## src/rtl/lin_brk_pkg.sv

```systemverilog
package lin_brk_pkg;
  localparam int unsigned NFLAGS      = 7;
  localparam int unsigned STAT_W      = 32;
  localparam int unsigned FLG_BRK     = 0;
  localparam int unsigned FLG_START   = 1;
  localparam int unsigned FLG_CMP     = 2;
  localparam int unsigned FLG_ERR     = 3;
  localparam int unsigned FLG_STOP    = 4;
  localparam int unsigned FLG_RSTDONE = 5;
  localparam int unsigned FLG_RISE    = 6;
endpackage

```

## src/rtl/lin_rx_cond.sv

```systemverilog
// Input synchronizer, edge detection and stop-condition detector.
module lin_rx_cond #(
  parameter int unsigned STOP_TICKS = 8
) (
  input  logic clk,
  input  logic rst_n,
  input  logic srst_i,
  input  logic tick_i,
  input  logic rxd_i,
  output logic rx_low_o,
  output logic fall_o,
  output logic rise_o,
  output logic stop_o
);
  localparam int unsigned SC_W = $clog2(STOP_TICKS + 1);

  logic            s1_q, s2_q, prev_q;
  logic [SC_W-1:0] hcnt_q, hcnt_d;
  logic            armed_q, armed_d;
  logic            stop_ev;

  assign fall_o   = prev_q & ~s2_q;
  assign rise_o   = ~prev_q & s2_q;
  assign rx_low_o = ~s2_q;
  assign stop_o   = stop_ev;

  always_comb begin
    hcnt_d  = hcnt_q;
    armed_d = armed_q;
    stop_ev = 1'b0;
    if (srst_i) begin
      hcnt_d  = '0;
      armed_d = 1'b0;
    end else if (!s2_q) begin
      hcnt_d  = '0;
      if (fall_o) armed_d = 1'b1;
    end else if (tick_i && armed_q) begin
      if (hcnt_q == SC_W'(STOP_TICKS - 1)) begin
        stop_ev = 1'b1;
        armed_d = 1'b0;
        hcnt_d  = '0;
      end else begin
        hcnt_d = hcnt_q + 1'b1;
      end
    end
  end

  always_ff @(posedge clk or negedge rst_n) begin
    if (!rst_n) begin
      s1_q    <= 1'b1;
      s2_q    <= 1'b1;
      prev_q  <= 1'b1;
      hcnt_q  <= '0;
      armed_q <= 1'b0;
    end else begin
      s1_q    <= rxd_i;
      s2_q    <= s1_q;
      prev_q  <= s2_q;
      hcnt_q  <= hcnt_d;
      armed_q <= armed_d;
    end
  end
endmodule

```

## src/rtl/lin_brk_timer.sv

```systemverilog
// Low-time counter: threshold hit and one-shot overflow.
module lin_brk_timer #(
  parameter int unsigned W = 12
) (
  input  logic         clk,
  input  logic         rst_n,
  input  logic         srst_i,
  input  logic         tick_i,
  input  logic         rx_low_i,
  input  logic [W-1:0] cmp_i,
  output logic         hit_o,
  output logic         ovf_o
);
  localparam logic [W-1:0] MAXV = {W{1'b1}};

  logic [W-1:0] cnt_q, cnt_d, cnt_inc;
  logic         sat_q, sat_d;

  assign cnt_inc = cnt_q + 1'b1;

  always_comb begin
    cnt_d = cnt_q;
    sat_d = sat_q;
    hit_o = 1'b0;
    ovf_o = 1'b0;
    if (srst_i || !rx_low_i) begin
      cnt_d = '0;
      sat_d = 1'b0;
    end else if (tick_i) begin
      if (cnt_q == MAXV) begin
        if (!sat_q) begin
          ovf_o = 1'b1;
          sat_d = 1'b1;
        end
      end else begin
        cnt_d = cnt_inc;
        hit_o = (cnt_inc == cmp_i);
      end
    end
  end

  always_ff @(posedge clk or negedge rst_n) begin
    if (!rst_n) begin
      cnt_q <= '0;
      sat_q <= 1'b0;
    end else begin
      cnt_q <= cnt_d;
      sat_q <= sat_d;
    end
  end
endmodule

```

## src/rtl/lin_sync_timer.sv

```systemverilog
// Synchronization timer restarted on each falling edge, saturating.
module lin_sync_timer #(
  parameter int unsigned W = 12
) (
  input  logic         clk,
  input  logic         rst_n,
  input  logic         srst_i,
  input  logic         tick_i,
  input  logic         restart_i,
  input  logic [W-1:0] cmp_i,
  output logic         hit_o
);
  localparam logic [W-1:0] MAXV = {W{1'b1}};

  logic [W-1:0] cnt_q, cnt_d, cnt_inc;

  assign cnt_inc = cnt_q + 1'b1;

  always_comb begin
    cnt_d = cnt_q;
    hit_o = 1'b0;
    if (srst_i || restart_i) begin
      cnt_d = '0;
    end else if (tick_i && (cnt_q != MAXV)) begin
      cnt_d = cnt_inc;
      hit_o = (cnt_inc == cmp_i);
    end
  end

  always_ff @(posedge clk or negedge rst_n) begin
    if (!rst_n) cnt_q <= '0;
    else        cnt_q <= cnt_d;
  end
endmodule

```

## src/rtl/lin_stat_reg.sv

```systemverilog
// Sticky read-to-clear flags and masked interrupt.
module lin_stat_reg
  import lin_brk_pkg::*;
(
  input  logic              clk,
  input  logic              rst_n,
  input  logic              srst_i,
  input  logic              rd_i,
  input  logic [NFLAGS-1:0] ev_i,
  input  logic [2:0]        irq_en_i,
  output logic [STAT_W-1:0] status_o,
  output logic              irq_o
);
  localparam logic [NFLAGS-1:0] KEEP = NFLAGS'(1) << FLG_RSTDONE;

  logic [NFLAGS-1:0] flg_q, flg_d, ev_all, rd_mask;
  logic              srst_q;

  always_comb begin
    ev_all              = ev_i;
    ev_all[FLG_RSTDONE] = ev_i[FLG_RSTDONE] | (srst_q & ~srst_i);
    rd_mask             = rd_i ? '0 : '1;
    if (srst_i) flg_d = flg_q & rd_mask & KEEP;
    else        flg_d = (flg_q & rd_mask) | ev_all;
  end

  always_ff @(posedge clk or negedge rst_n) begin
    if (!rst_n) begin
      flg_q  <= '0;
      srst_q <= 1'b0;
    end else begin
      flg_q  <= flg_d;
      srst_q <= srst_i;
    end
  end

  assign status_o = {{(STAT_W-NFLAGS){1'b0}}, flg_q};
  assign irq_o    = (flg_q[FLG_BRK] & irq_en_i[0])
                  | (flg_q[FLG_CMP] & irq_en_i[1])
                  | (flg_q[FLG_ERR] & irq_en_i[2]);
endmodule

```

## src/rtl/lin_brk_mon.sv

```systemverilog
// Top: LIN break detection status unit. rst_n is expected to be released
// synchronously by the surrounding reset logic.
module lin_brk_mon
  import lin_brk_pkg::*;
#(
  parameter int unsigned TMR_W      = 12,
  parameter int unsigned STOP_TICKS = 8
) (
  input  logic              clk,
  input  logic              rst_n,
  input  logic              tick_i,
  input  logic              rxd_i,
  input  logic              alt_mode_i,
  input  logic              srst_i,
  input  logic              rd_i,
  input  logic [TMR_W-1:0]  brk_cmp_i,
  input  logic [TMR_W-1:0]  sync_cmp_i,
  input  logic [2:0]        irq_en_i,
  output logic [STAT_W-1:0] status_o,
  output logic              irq_o
);
  logic rx_low, fall, rise, stop, brk_hit, brk_ovf, sync_hit;
  logic [NFLAGS-1:0] ev;

  lin_rx_cond #(.STOP_TICKS(STOP_TICKS)) u_cond (
    .clk(clk), .rst_n(rst_n), .srst_i(srst_i), .tick_i(tick_i), .rxd_i(rxd_i),
    .rx_low_o(rx_low), .fall_o(fall), .rise_o(rise), .stop_o(stop)
  );

  lin_brk_timer #(.W(TMR_W)) u_brk (
    .clk(clk), .rst_n(rst_n), .srst_i(srst_i), .tick_i(tick_i),
    .rx_low_i(rx_low), .cmp_i(brk_cmp_i), .hit_o(brk_hit), .ovf_o(brk_ovf)
  );

  lin_sync_timer #(.W(TMR_W)) u_sync (
    .clk(clk), .rst_n(rst_n), .srst_i(srst_i), .tick_i(tick_i),
    .restart_i(fall), .cmp_i(sync_cmp_i), .hit_o(sync_hit)
  );

  always_comb begin
    ev              = '0;
    ev[FLG_BRK]     = brk_hit;
    ev[FLG_START]   = fall;
    ev[FLG_CMP]     = sync_hit;
    ev[FLG_ERR]     = brk_ovf;
    ev[FLG_STOP]    = stop;
    ev[FLG_RSTDONE] = 1'b0;   // produced inside the status register
    ev[FLG_RISE]    = rise & alt_mode_i;
  end

  lin_stat_reg u_stat (
    .clk(clk), .rst_n(rst_n), .srst_i(srst_i), .rd_i(rd_i), .ev_i(ev),
    .irq_en_i(irq_en_i), .status_o(status_o), .irq_o(irq_o)
  );
endmodule

```

## config.mk

```make
export PLATFORM = sky130hd
export DESIGN_NAME = lin_brk_mon
export DESIGN_NICKNAME = d
export VERILOG_FILES = /design/src/rtl/lin_brk_pkg.sv /design/src/rtl/lin_rx_cond.sv /design/src/rtl/lin_brk_timer.sv /design/src/rtl/lin_sync_timer.sv /design/src/rtl/lin_stat_reg.sv /design/src/rtl/lin_brk_mon.sv
export SDC_FILE = /design/constraint.sdc
export NUM_CORES = 1
export LEC_CHECK = 0
export BUFFER_PORTS_ARGS = -buffer_cell sky130_fd_sc_hd__buf_2
export CAP_MARGIN = 40
export CORE_ASPECT_RATIO = 1.75
export CORE_MARGIN = 2
export CORE_UTILIZATION = 51
export CTS_BUF_LIST = sky130_fd_sc_hd__clkbuf_4 sky130_fd_sc_hd__clkbuf_8
export CTS_CLUSTER_SIZE = 20
export DETAILED_ROUTE_END_ITERATION = 7
export HOLD_SLACK_MARGIN = 0.03
export PLACE_DENSITY = 0.82
export RECOVER_POWER = 100
export SKIP_CTS_REPAIR_TIMING = 1
export SLEW_MARGIN = 20
export SYNTH_ARGS = -nofsm -noshare
export SYNTH_HDL_FRONTEND = slang
export SYNTH_SLANG_ARGS = --single-unit
```

## constraint.sdc

```tcl
create_clock -name clk -period 2.3 [get_ports clk]
set_input_delay 0.23 -clock clk [delete_from_list [all_inputs] [get_ports clk]]
set_output_delay 0.23 -clock clk [all_outputs]
set_load 0.01 [all_outputs]
```

==> results of run 1 <==
## kinds of logic after synthesis
group | share of synthesized area [%]
other | 0.126
XOR/XNOR | 11.5
adder cells (fa/ha/maj) | 1.26
flip-flops | 34.6
AO/OA/AOI/OAI | 14.5
multiplexers | 1.01
buffers and inverters | 10.7
AND/OR/NAND/NOR | 26.3
## metal layers
layer | vias up | track usage [%] | wire length, um
li1 | 1281 | - | -
met5 | - | 0 | 0
met1 | 1247 | 23.1 | 2560
met3 | 16 | 2.60 | 254
met4 | 0 | 9.88 | 165
met2 | 73 | 40.2 | 3900
## power breakdown
group	internal [uW]	total (uW)	switching, uW
combinational	71.0	185	114
clock	353	609	256
sequential	734	744	10.6
## worst max-delay path: cells and delay by family (launching register included)
kind	cells	cell delay (ns)
DFF	1	0.42
adders and majority gates	1	0.22
AOI/OAI and AO/OA	1	0.24
and+or+nand+nor	3	1.08
xor gates and xnor gates	1	0.14
## per-stage QoR
stage / util, % / power (uW)
finish: 59.6 / 1540
global route: 59.6 / 1610
CTS: 59.6 / 1560
detailed placement: 57.4 / 945
global placement: 57.4 / 940
floorplan: - / 893
## cells in the final DEF (no fill, tap or decap), types with 13 or more instances in the layout
cell type,netlist,layout
dfrtp_1,38,37
nor2_1,36,36
buf_2,10,31
nand2_1,25,25
conb_1,1,25
xnor2_1,23,23
a21oi_1,17,17
xor2_1,16,16
nand3_1,13,13
## flip-flops by register name (all words and copies together), names as in the netlist
register and count:
u_brk.cnt_q 12, u_brk.sat_q 1, u_cond.armed_q 1, u_cond.hcnt_q 4, u_cond.prev_q 1, u_cond.s1_q 1, u_cond.s2_q 1, u_stat.flg_q 7
u_stat.srst_q 1, u_sync.cnt_q 12
## cell type report
type / count / area, um2
clock buffer: 6 / 82.6
clock inverter: 2 / 37.5
fill: 536 / 2260
inverter: 13 / 48.8
multi-input combinational: 278 / 1720
sequential: 41 / 1030
tap: 76 / 95.1
timing repair buffer: 58 / 315
## worst min path at each step
stage / slack [ns] / cells past startpoint / to / from
2_1_floorplan: -0.07 / 0 / u_brk.cnt_q[0] / rst_n
3_3_place_gp: 0.23 / 1 / u_brk.cnt_q[2] / rst_n
3_5_place_dp: 0.23 / 1 / u_brk.cnt_q[2] / rst_n
4_1_cts: -0.09 / 1 / u_stat.flg_q[5] / rst_n
5_1_grt: 0.22 / 2 / u_stat.flg_q[5] / rd_i
6_report: 0.20 / 3 / u_stat.flg_q[6] / alt_mode_i
==> reports/results.ini, run 1 <==
[clock_tree]
clk_pin_slew_ns = 0.08
h-tree-depth = 2
clkLatencyLatePin_ns = 0.29
ctsRootBufferMaster = clkbuf_8
cts_sinks = 41
cts_buffers = 5
cts_buffer_depth = 2
cts_tree = done

[worst_setup_path]
worstReg2RegStart = u_sync.cnt_q[1]
reg2reg_slack_ns = 0.11
cpPeakStageDelay_ns = 0.52
r2r_end = u_stat.flg_q[2]
crit_start = u_sync.cnt_q[1]
r2r_cells = 6
worst_path_most_repeated_cell = or4_1
critical_path_class = flip-flop to flip-flop
cp_slowest_cell = or4_1
path_cells = ha_1 -> nand3_4 -> or4_1 -> xnor2_1 -> or4_1 -> a211oi_2
worst_ep_arrival_time_ns = 2.39
timing.critical_path.to = u_stat.flg_q[2]
worstPathRequired_ns = 2.50
worstPathMaxFanout = 7
cp-start-kind = flip-flop
end_kind = flip-flop

[global_routing]
grt_max_degree = 24
grt_first_pass_wirelength_um = 10900
grtUsageTotal_pct = 21.9
grt_antenna_before_repair = 0
first_global_vias = 2457
grt_overflow_total = 0

[timing]
setup_viol = 0
fin_hold_ws_ns = 0.197
worst_slew_pin_slew_ns = 1.22
skew_ns = 0.00444
hold_viol = 0
fin_crit_ns = 2.19
rsz0062_at_grt = false
fin_setup_tns_ns = 0
period_share_pct = 95.1
setup_ws_ns = 0.113
relSlewSlack_pct = 18.4
fmax_ghz = 0.457
drv_slew = 0

[status]
outcome = completed

[synthesis]
netlist_area_mm2 = 0.00297
synth_area_leaders = dfrtp_1 32%, xnor2_1 6.8%, buf_4 6.6%, xor2_1 4.7%, nor2_1 4.5%
synth-edff-count = 0
ys_seq_elements = 41
synth_ff_type = dfrtp_1
ys_seq_area_share_pct = 34.6
ys_async_sr_fraction_pct = 100
yosys.area.top_type = dfrtp_1
yosysWarnings = 0
avgSynthCellArea_um2 = 8.50
synth_cell_types = 59
post-synth-top-count-cell = dfrtp_1
ys_top_cells_by_count = 38 x dfrtp_1, 36 x nor2_1, 26 x buf_4, 25 x nand2_1, 23 x xnor2_1
synth_top_area_share_pct = 32.0
synth_cells = 350

[power_and_ir_drop]
power.leakage_uw = 0.00134
irDropWorstVdd_mv = 0.409
power.density_mw_per_mm2 = 462

[layout]
area_growth_syn_to_layout_pct = 11.9
num_antenna_cells = 0
fin_nets = 434
final_cell_count_no_fill = 474
final_cell_area_mm2 = 0.00333
drive_gt1_share_pct = 15.8

[placement]
placed_area_mm2 = 0.00321
hpwl_um = 5350
pre_cts_slack_ns = 0.113
gp_congestion = 0.944
place_inst = 464
port_buffers = 41

[die]
ios = 67
die-area_mm2 = 0.00648
die_h_um = 105
die_x_um = 61.7
core-area_mm2 = 0.00559
rows = 36
start_util_pct = 53.2

[drt]
num_vias = 2617
via_per_inst = 5.52
drt_iter0_markers = 123
ant_nets = 0
drc = 0
wl_per_cell_um = 14.5
routed_wl_um = 6880
dr.pass1.iters = 4

[hold_path]
holdCritPathClass = input pin to flip-flop

[run]
drv_cap = 0

Note: power is estimated with default switching activity, not from simulation.
==> run 2, diff against run 1 <==
--- a/config.mk
+++ b/config.mk
@@ -14,10 +14,11 @@
 export CTS_CLUSTER_SIZE = 20
 export DETAILED_ROUTE_END_ITERATION = 7
 export HOLD_SLACK_MARGIN = 0.03
-export PLACE_DENSITY = 0.82
+export PLACE_DENSITY = 0.83
 export RECOVER_POWER = 100
 export SKIP_CTS_REPAIR_TIMING = 1
 export SLEW_MARGIN = 20
 export SYNTH_ARGS = -nofsm -noshare
 export SYNTH_HDL_FRONTEND = slang
 export SYNTH_SLANG_ARGS = --single-unit
+export TNS_END_PERCENT = 5
==> reports/results.ini, run 2 (synthesis results as in run 1) <==
[timing]
fin_hold_ws_ns = 0.196  ; was 0.197 ns
period_share_pct = 93.6  ; was 95.1%
relSlewSlack_pct = 3.05  ; was 18.4%
fmax_ghz = 0.464  ; was 0.457 GHz
rsz0062_at_grt = false  ; unchanged
skew_ns = 0.00744  ; was 0.00444 ns
fin_crit_ns = 2.15  ; was 2.19 ns
hold_viol = 0  ; unchanged
setup_viol = 0  ; unchanged
drv_slew = 0  ; unchanged
worst_slew_pin_slew_ns = 1.45  ; was 1.22 ns
fin_setup_tns_ns = 0  ; unchanged

[die]
start_util_pct = 53.2  ; unchanged
rows = 36  ; unchanged
die_h_um = 105  ; unchanged
die-area_mm2 = 0.00648  ; unchanged
ios = 67  ; unchanged
die_x_um = 61.7  ; unchanged
core-area_mm2 = 0.00559  ; unchanged

[drt]
ant_nets = 0  ; unchanged
wl_met3_um = 292  ; was 254 um
routed_wl_um = 7170  ; was 6880 um
wl_met2_um = 3880  ; was 3900 um
via_per_inst = 5.57  ; was 5.52
top_layer_used = met4  ; unchanged
wl_met1_um = 2670  ; was 2560 um
drt_iter0_markers = 114  ; was 123
num_vias = 2639  ; was 2617
drc = 0  ; unchanged
dr.pass1.iters = 4  ; unchanged
wl_per_cell_um = 15.1  ; was 14.5 um

[clock_tree]
clk_pin_slew_ns = 0.08  ; about the same
ctsRootBufferMaster = clkbuf_8  ; unchanged
cts_tree = done  ; unchanged
cts_sinks = 41  ; unchanged
cts_buffer_depth = 2  ; unchanged
h-tree-depth = 2  ; unchanged
clkLatencyLatePin_ns = 0.30  ; was 0.29 ns
cts_buffers = 5  ; unchanged

[run]
drv_cap = 0  ; unchanged

[power_and_ir_drop]
power.density_mw_per_mm2 = 453  ; was 462 mW/mm2
irDropWorstVdd_mv = 0.388  ; was 0.409 mV
power.leakage_uw = 0.00134  ; about the same

[layout]
drive_gt1_share_pct = 15.1  ; was 15.8%
layout.cells.most_common = dfrtp_1  ; unchanged
fin_nets = 435  ; was 434
area_growth_syn_to_layout_pct = 11.1  ; was 11.9%
final_cell_mix = 38 x dfrtp_1, 36 x nor2_1, 31 x buf_2, 25 x nand2_1, 25 x conb_1  ; was 37 x dfrtp_1, 36 x nor2_1, 31 x buf_2, 25 x nand2_1, 25 x conb_1
num_antenna_cells = 0  ; unchanged
largestRegisters = u_brk.cnt_q (12), u_sync.cnt_q (12), u_stat.flg_q (7)  ; unchanged

[global_routing]
first_global_vias = 2592  ; was 2457
grt_overflow_total = 0  ; unchanged
grt_max_degree = 26  ; was 24
grt_first_pass_wirelength_um = 11600  ; was 10900 um
grtUsageTotal_pct = 23.7  ; was 21.9%
grt_antenna_before_repair = 0  ; unchanged

[placement]
hpwl_um = 5470  ; was 5350 um
gp_congestion = 0.923  ; was 0.944
port_buffers = 41  ; unchanged

[worst_setup_path]
cp-start-kind = flip-flop  ; unchanged
cpPeakStageDelay_ns = 0.46  ; was 0.52 ns
critical_path_class = flip-flop to flip-flop  ; unchanged
worst_ep_arrival_time_ns = 2.33  ; was 2.39 ns
critPathTopFamily = simple AND/OR/NAND/NOR gates  ; unchanged
end_kind = flip-flop  ; unchanged
worstPathMaxFanout = 9  ; was 7
path_cells = ha_1 -> and3_1 -> nand4_1 -> o21ai_0 -> clkbuf_2 -> mux2i_1 -> nor2_1  ; was ha_1 -> nand3_4 -> or4_1 -> xnor2_1 -> or4_1 -> a211oi_2
timing.critical_path.buf_inv = 1  ; was 0
worstPathRequired_ns = 2.48  ; was 2.50 ns
cp_slowest_cell = dfrtp_1  ; was or4_1

[hold_path]
holdCritPathClass = input pin to flip-flop  ; unchanged

[status]
outcome = completed  ; unchanged

run 2: layout make-up:
type | instances | area [um2]
Clock buffer | 5 | 68.8
Timing Repair Buffer | 59 | 317
Clock inverter | 2 | 35.0
Sequential cell | 41 | 1030
Multi-Input combinational cell | 278 | 1710
Tap cell | 76 | 95.1
Fill cell | 546 | 2280
Inverter | 13 | 48.8
run 2: stage by stage:
step,total power (uW),util [%],cell area (um2),instances,setup WS (ns)
final,1500,59.2,3310,474,0.147
after global routing,1560,59.2,3310,474,0.0191
after CTS,1510,59.4,3320,472,0.215
after detailed placement,949,57.6,3220,465,0.232
after global placement,944,57.6,3220,465,0.271
after floorplan,893,-,3060,374,0.114
run 2: per-layer routing:
| metal | vias to the layer above | GRT usage [%] |
|---|---|---|
| met5 | - | 0 |
| met4 | 0 | 13.2 |
| met3 | 28 | 3.71 |
| met2 | 91 | 41.4 |
| met1 | 1241 | 25.2 |
| li1 | 1279 | - |
run 2: power by group:
part           internal [uW]  total (uW)  switching, uW
registers                734         744           10.0
logic                   71.7         190            118
clock network            315         562            247
total                   1120        1500            375
run 2: final timing paths:
path                       cells past startpoint              end           start  slack, ns
max                                            7   u_brk.cnt_q[1]  u_brk.cnt_q[0]       0.15
min                                            3  u_stat.flg_q[6]      alt_mode_i       0.20
max reg2reg                                    7   u_brk.cnt_q[1]  u_brk.cnt_q[0]       0.15
min reg2reg                                    0      u_cond.s2_q     u_cond.s1_q       0.36
max in group asynchronous                      3    u_cond.prev_q           rst_n       0.44
min in group asynchronous                      2   u_brk.cnt_q[2]           rst_n       0.81
run 2: worst register-to-register path, cell delays in order, from the launching register on:
cell and delay, ns:
dfrtp_1 0.46, ha_1 0.28, and3_1 0.21, nand4_1 0.36
o21ai_0 0.29, clkbuf_2 0.20, mux2i_1 0.19, nor2_1 0.05
==> run 3, diff against run 2 <==
--- a/config.mk
+++ b/config.mk
@@ -5,14 +5,14 @@
 export SDC_FILE = /design/constraint.sdc
 export NUM_CORES = 1
 export LEC_CHECK = 0
-export BUFFER_PORTS_ARGS = -buffer_cell sky130_fd_sc_hd__buf_2
 export CAP_MARGIN = 40
 export CORE_ASPECT_RATIO = 1.75
 export CORE_MARGIN = 2
-export CORE_UTILIZATION = 51
+export CORE_UTILIZATION = 60
 export CTS_BUF_LIST = sky130_fd_sc_hd__clkbuf_4 sky130_fd_sc_hd__clkbuf_8
 export CTS_CLUSTER_SIZE = 20
 export DETAILED_ROUTE_END_ITERATION = 7
+export DONT_BUFFER_PORTS = 1
 export HOLD_SLACK_MARGIN = 0.03
 export PLACE_DENSITY = 0.83
 export RECOVER_POWER = 100
==> reports/results.ini, run 3 (synthesis results as in run 1) <==
[status]
outcome = completed  ; unchanged

[placement]
gp_congestion = 0.963  ; was 0.923
hpwl_um = 5050  ; was 5470 um
port_buffers = 0  ; was 41
pre_cts_slack_ns = 0.0901  ; was 0.232 ns

[run]
drv_cap = 0  ; unchanged

[die]
die_x_um = 57.2  ; was 61.7 um
start_util_pct = 62.6  ; was 53.2%
die-area_mm2 = 0.00556  ; was 0.00648 mm2
die_h_um = 97.1  ; was 105 um
ios = 67  ; unchanged
rows = 33  ; was 36
core-area_mm2 = 0.00475  ; was 0.00559 mm2

[layout]
area_growth_syn_to_layout_pct = 3.49  ; was 11.1%
drive_gt1_share_pct = 8.43  ; was 15.1%
largestRegisters = u_brk.cnt_q (12), u_sync.cnt_q (12), u_stat.flg_q (7)  ; unchanged
final_cell_mix = 36 x nor2_1, 36 x dfrtp_1, 25 x nand2_1, 25 x conb_1, 23 x xnor2_1  ; was 38 x dfrtp_1, 36 x nor2_1, 31 x buf_2, 25 x nand2_1, 25 x conb_1
fin_nets = 392  ; was 435
num_antenna_cells = 0  ; unchanged

[drt]
routed_wl_um = 6650  ; was 7170 um
via_per_inst = 6.15  ; was 5.57
ant_nets = 0  ; unchanged
num_vias = 2509  ; was 2639
drc = 0  ; unchanged
drt_iter0_markers = 132  ; was 114
dr.pass1.iters = 4  ; unchanged
wl_per_cell_um = 16.3  ; was 15.1 um

[timing]
rsz0062_at_grt = false  ; unchanged
skew_ns = 0.00497  ; was 0.00744 ns
fin_setup_tns_ns = 0  ; unchanged
setup_ws_ns = 0.122  ; was 0.147 ns
setup_viol = 0  ; unchanged
fin_crit_ns = 2.18  ; was 2.15 ns
relSlewSlack_pct = 33.5  ; was 3.05%
hold_viol = 0  ; unchanged
drv_slew = 0  ; unchanged
worst_slew_pin_slew_ns = 0.997  ; was 1.45 ns
period_share_pct = 94.7  ; was 93.6%
fmax_ghz = 0.459  ; was 0.464 GHz

[clock_tree]
ctsRootBufferMaster = clkbuf_8  ; unchanged
cts_sinks = 41  ; unchanged
clk_pin_slew_ns = 0.08  ; about the same
cts_buffers = 5  ; unchanged
cts_buffer_depth = 2  ; unchanged
cts_tree = done  ; unchanged
h-tree-depth = 2  ; unchanged
clkLatencyLatePin_ns = 0.29  ; was 0.30 ns

[worst_setup_path]
worstPathMaxFanout = 7  ; was 9
cp-start-kind = flip-flop  ; unchanged
worstReg2RegStart = u_sync.cnt_q[1]  ; was u_brk.cnt_q[0]
crit_start = u_sync.cnt_q[1]  ; was u_brk.cnt_q[0]
critical_path_class = flip-flop to flip-flop  ; unchanged
worstPathRequired_ns = 2.52  ; was 2.48 ns
worst_ep_arrival_time_ns = 2.39  ; was 2.33 ns
reg2reg_slack_ns = 0.12  ; was 0.15 ns
r2r_cells = 6  ; was 7
end_kind = flip-flop  ; unchanged

[global_routing]
grt_max_degree = 42  ; was 26
grt_first_pass_wirelength_um = 10900  ; was 11600 um
grt_overflow_total = 0  ; unchanged
first_global_vias = 2462  ; was 2592
grt_antenna_before_repair = 0  ; unchanged
grtUsageTotal_pct = 24.6  ; was 23.7%

[power_and_ir_drop]
power.leakage_uw = 0.00119  ; was 0.00134 uW
irDropWorstVdd_mv = 0.479  ; was 0.388 mV
power.density_mw_per_mm2 = 453  ; about the same

[hold_path]
hold_depth = 1  ; was 3
hp-start = tick_i  ; was alt_mode_i
holdCritPathClass = input pin to flip-flop  ; unchanged

-- run 3: through the flow --
| step | cell area (um2) | hold slack, ns | power (uW) | utilization [%] | std cells |
|---|---|---|---|---|---|
| after floorplan | 3060 | -0.0656 | 893 | - | 374 |
| after global placement | 2940 | -0.0647 | 878 | 62.0 | 395 |
| after detailed placement | 2940 | -0.0648 | 881 | 62.0 | 395 |
| after CTS | 3040 | -0.387 | 1390 | 64.0 | 403 |
| after global routing | 3080 | 0.0402 | 1460 | 64.8 | 408 |
| final | 3080 | 0.0435 | 1390 | 64.8 | 408 |
-- run 3: layout make-up --
type,count,area [um2]
clock buffer,8,97.6
fill,419,1670
inverter,13,48.8
multi-input combinational,278,1720
sequential,41,1030
tap,52,65.1
timing repair buffer,16,118
-- run 3: report_power, final --
part           total, uW  switching (uW)  internal, uW
logic                141            88.3          52.2
clock network        507             238           268
registers            747            12.8           734
-- run 3: metal layers --
layer	global-route usage, %	share of wire [%]	vias to the layer above
met1	25.0	36	1210
met2	46.1	57	85
met4	12.2	3.3	0
met3	4.26	4.3	18
li1	-	-	1196
met5	0	0	-
-- run 3: worst max-delay path, cell delays in order (launching register included) --
cell	delay [ns]
dfrtp_2	0.42
ha_1	0.24
nand3_4	0.12
or4_1	0.45
xnor2_1	0.14
or4_1	0.52
a211oi_2	0.21
-- run 3: path summary, 6_finish.rpt --
kind                               endpoint
max in group asynchronous    u_brk.cnt_q[0]
max reg2reg                 u_stat.flg_q[2]
min reg2reg                     u_cond.s2_q
min in group asynchronous  u_cond.hcnt_q[2]
min                          u_brk.cnt_q[6]
max                         u_stat.flg_q[2]
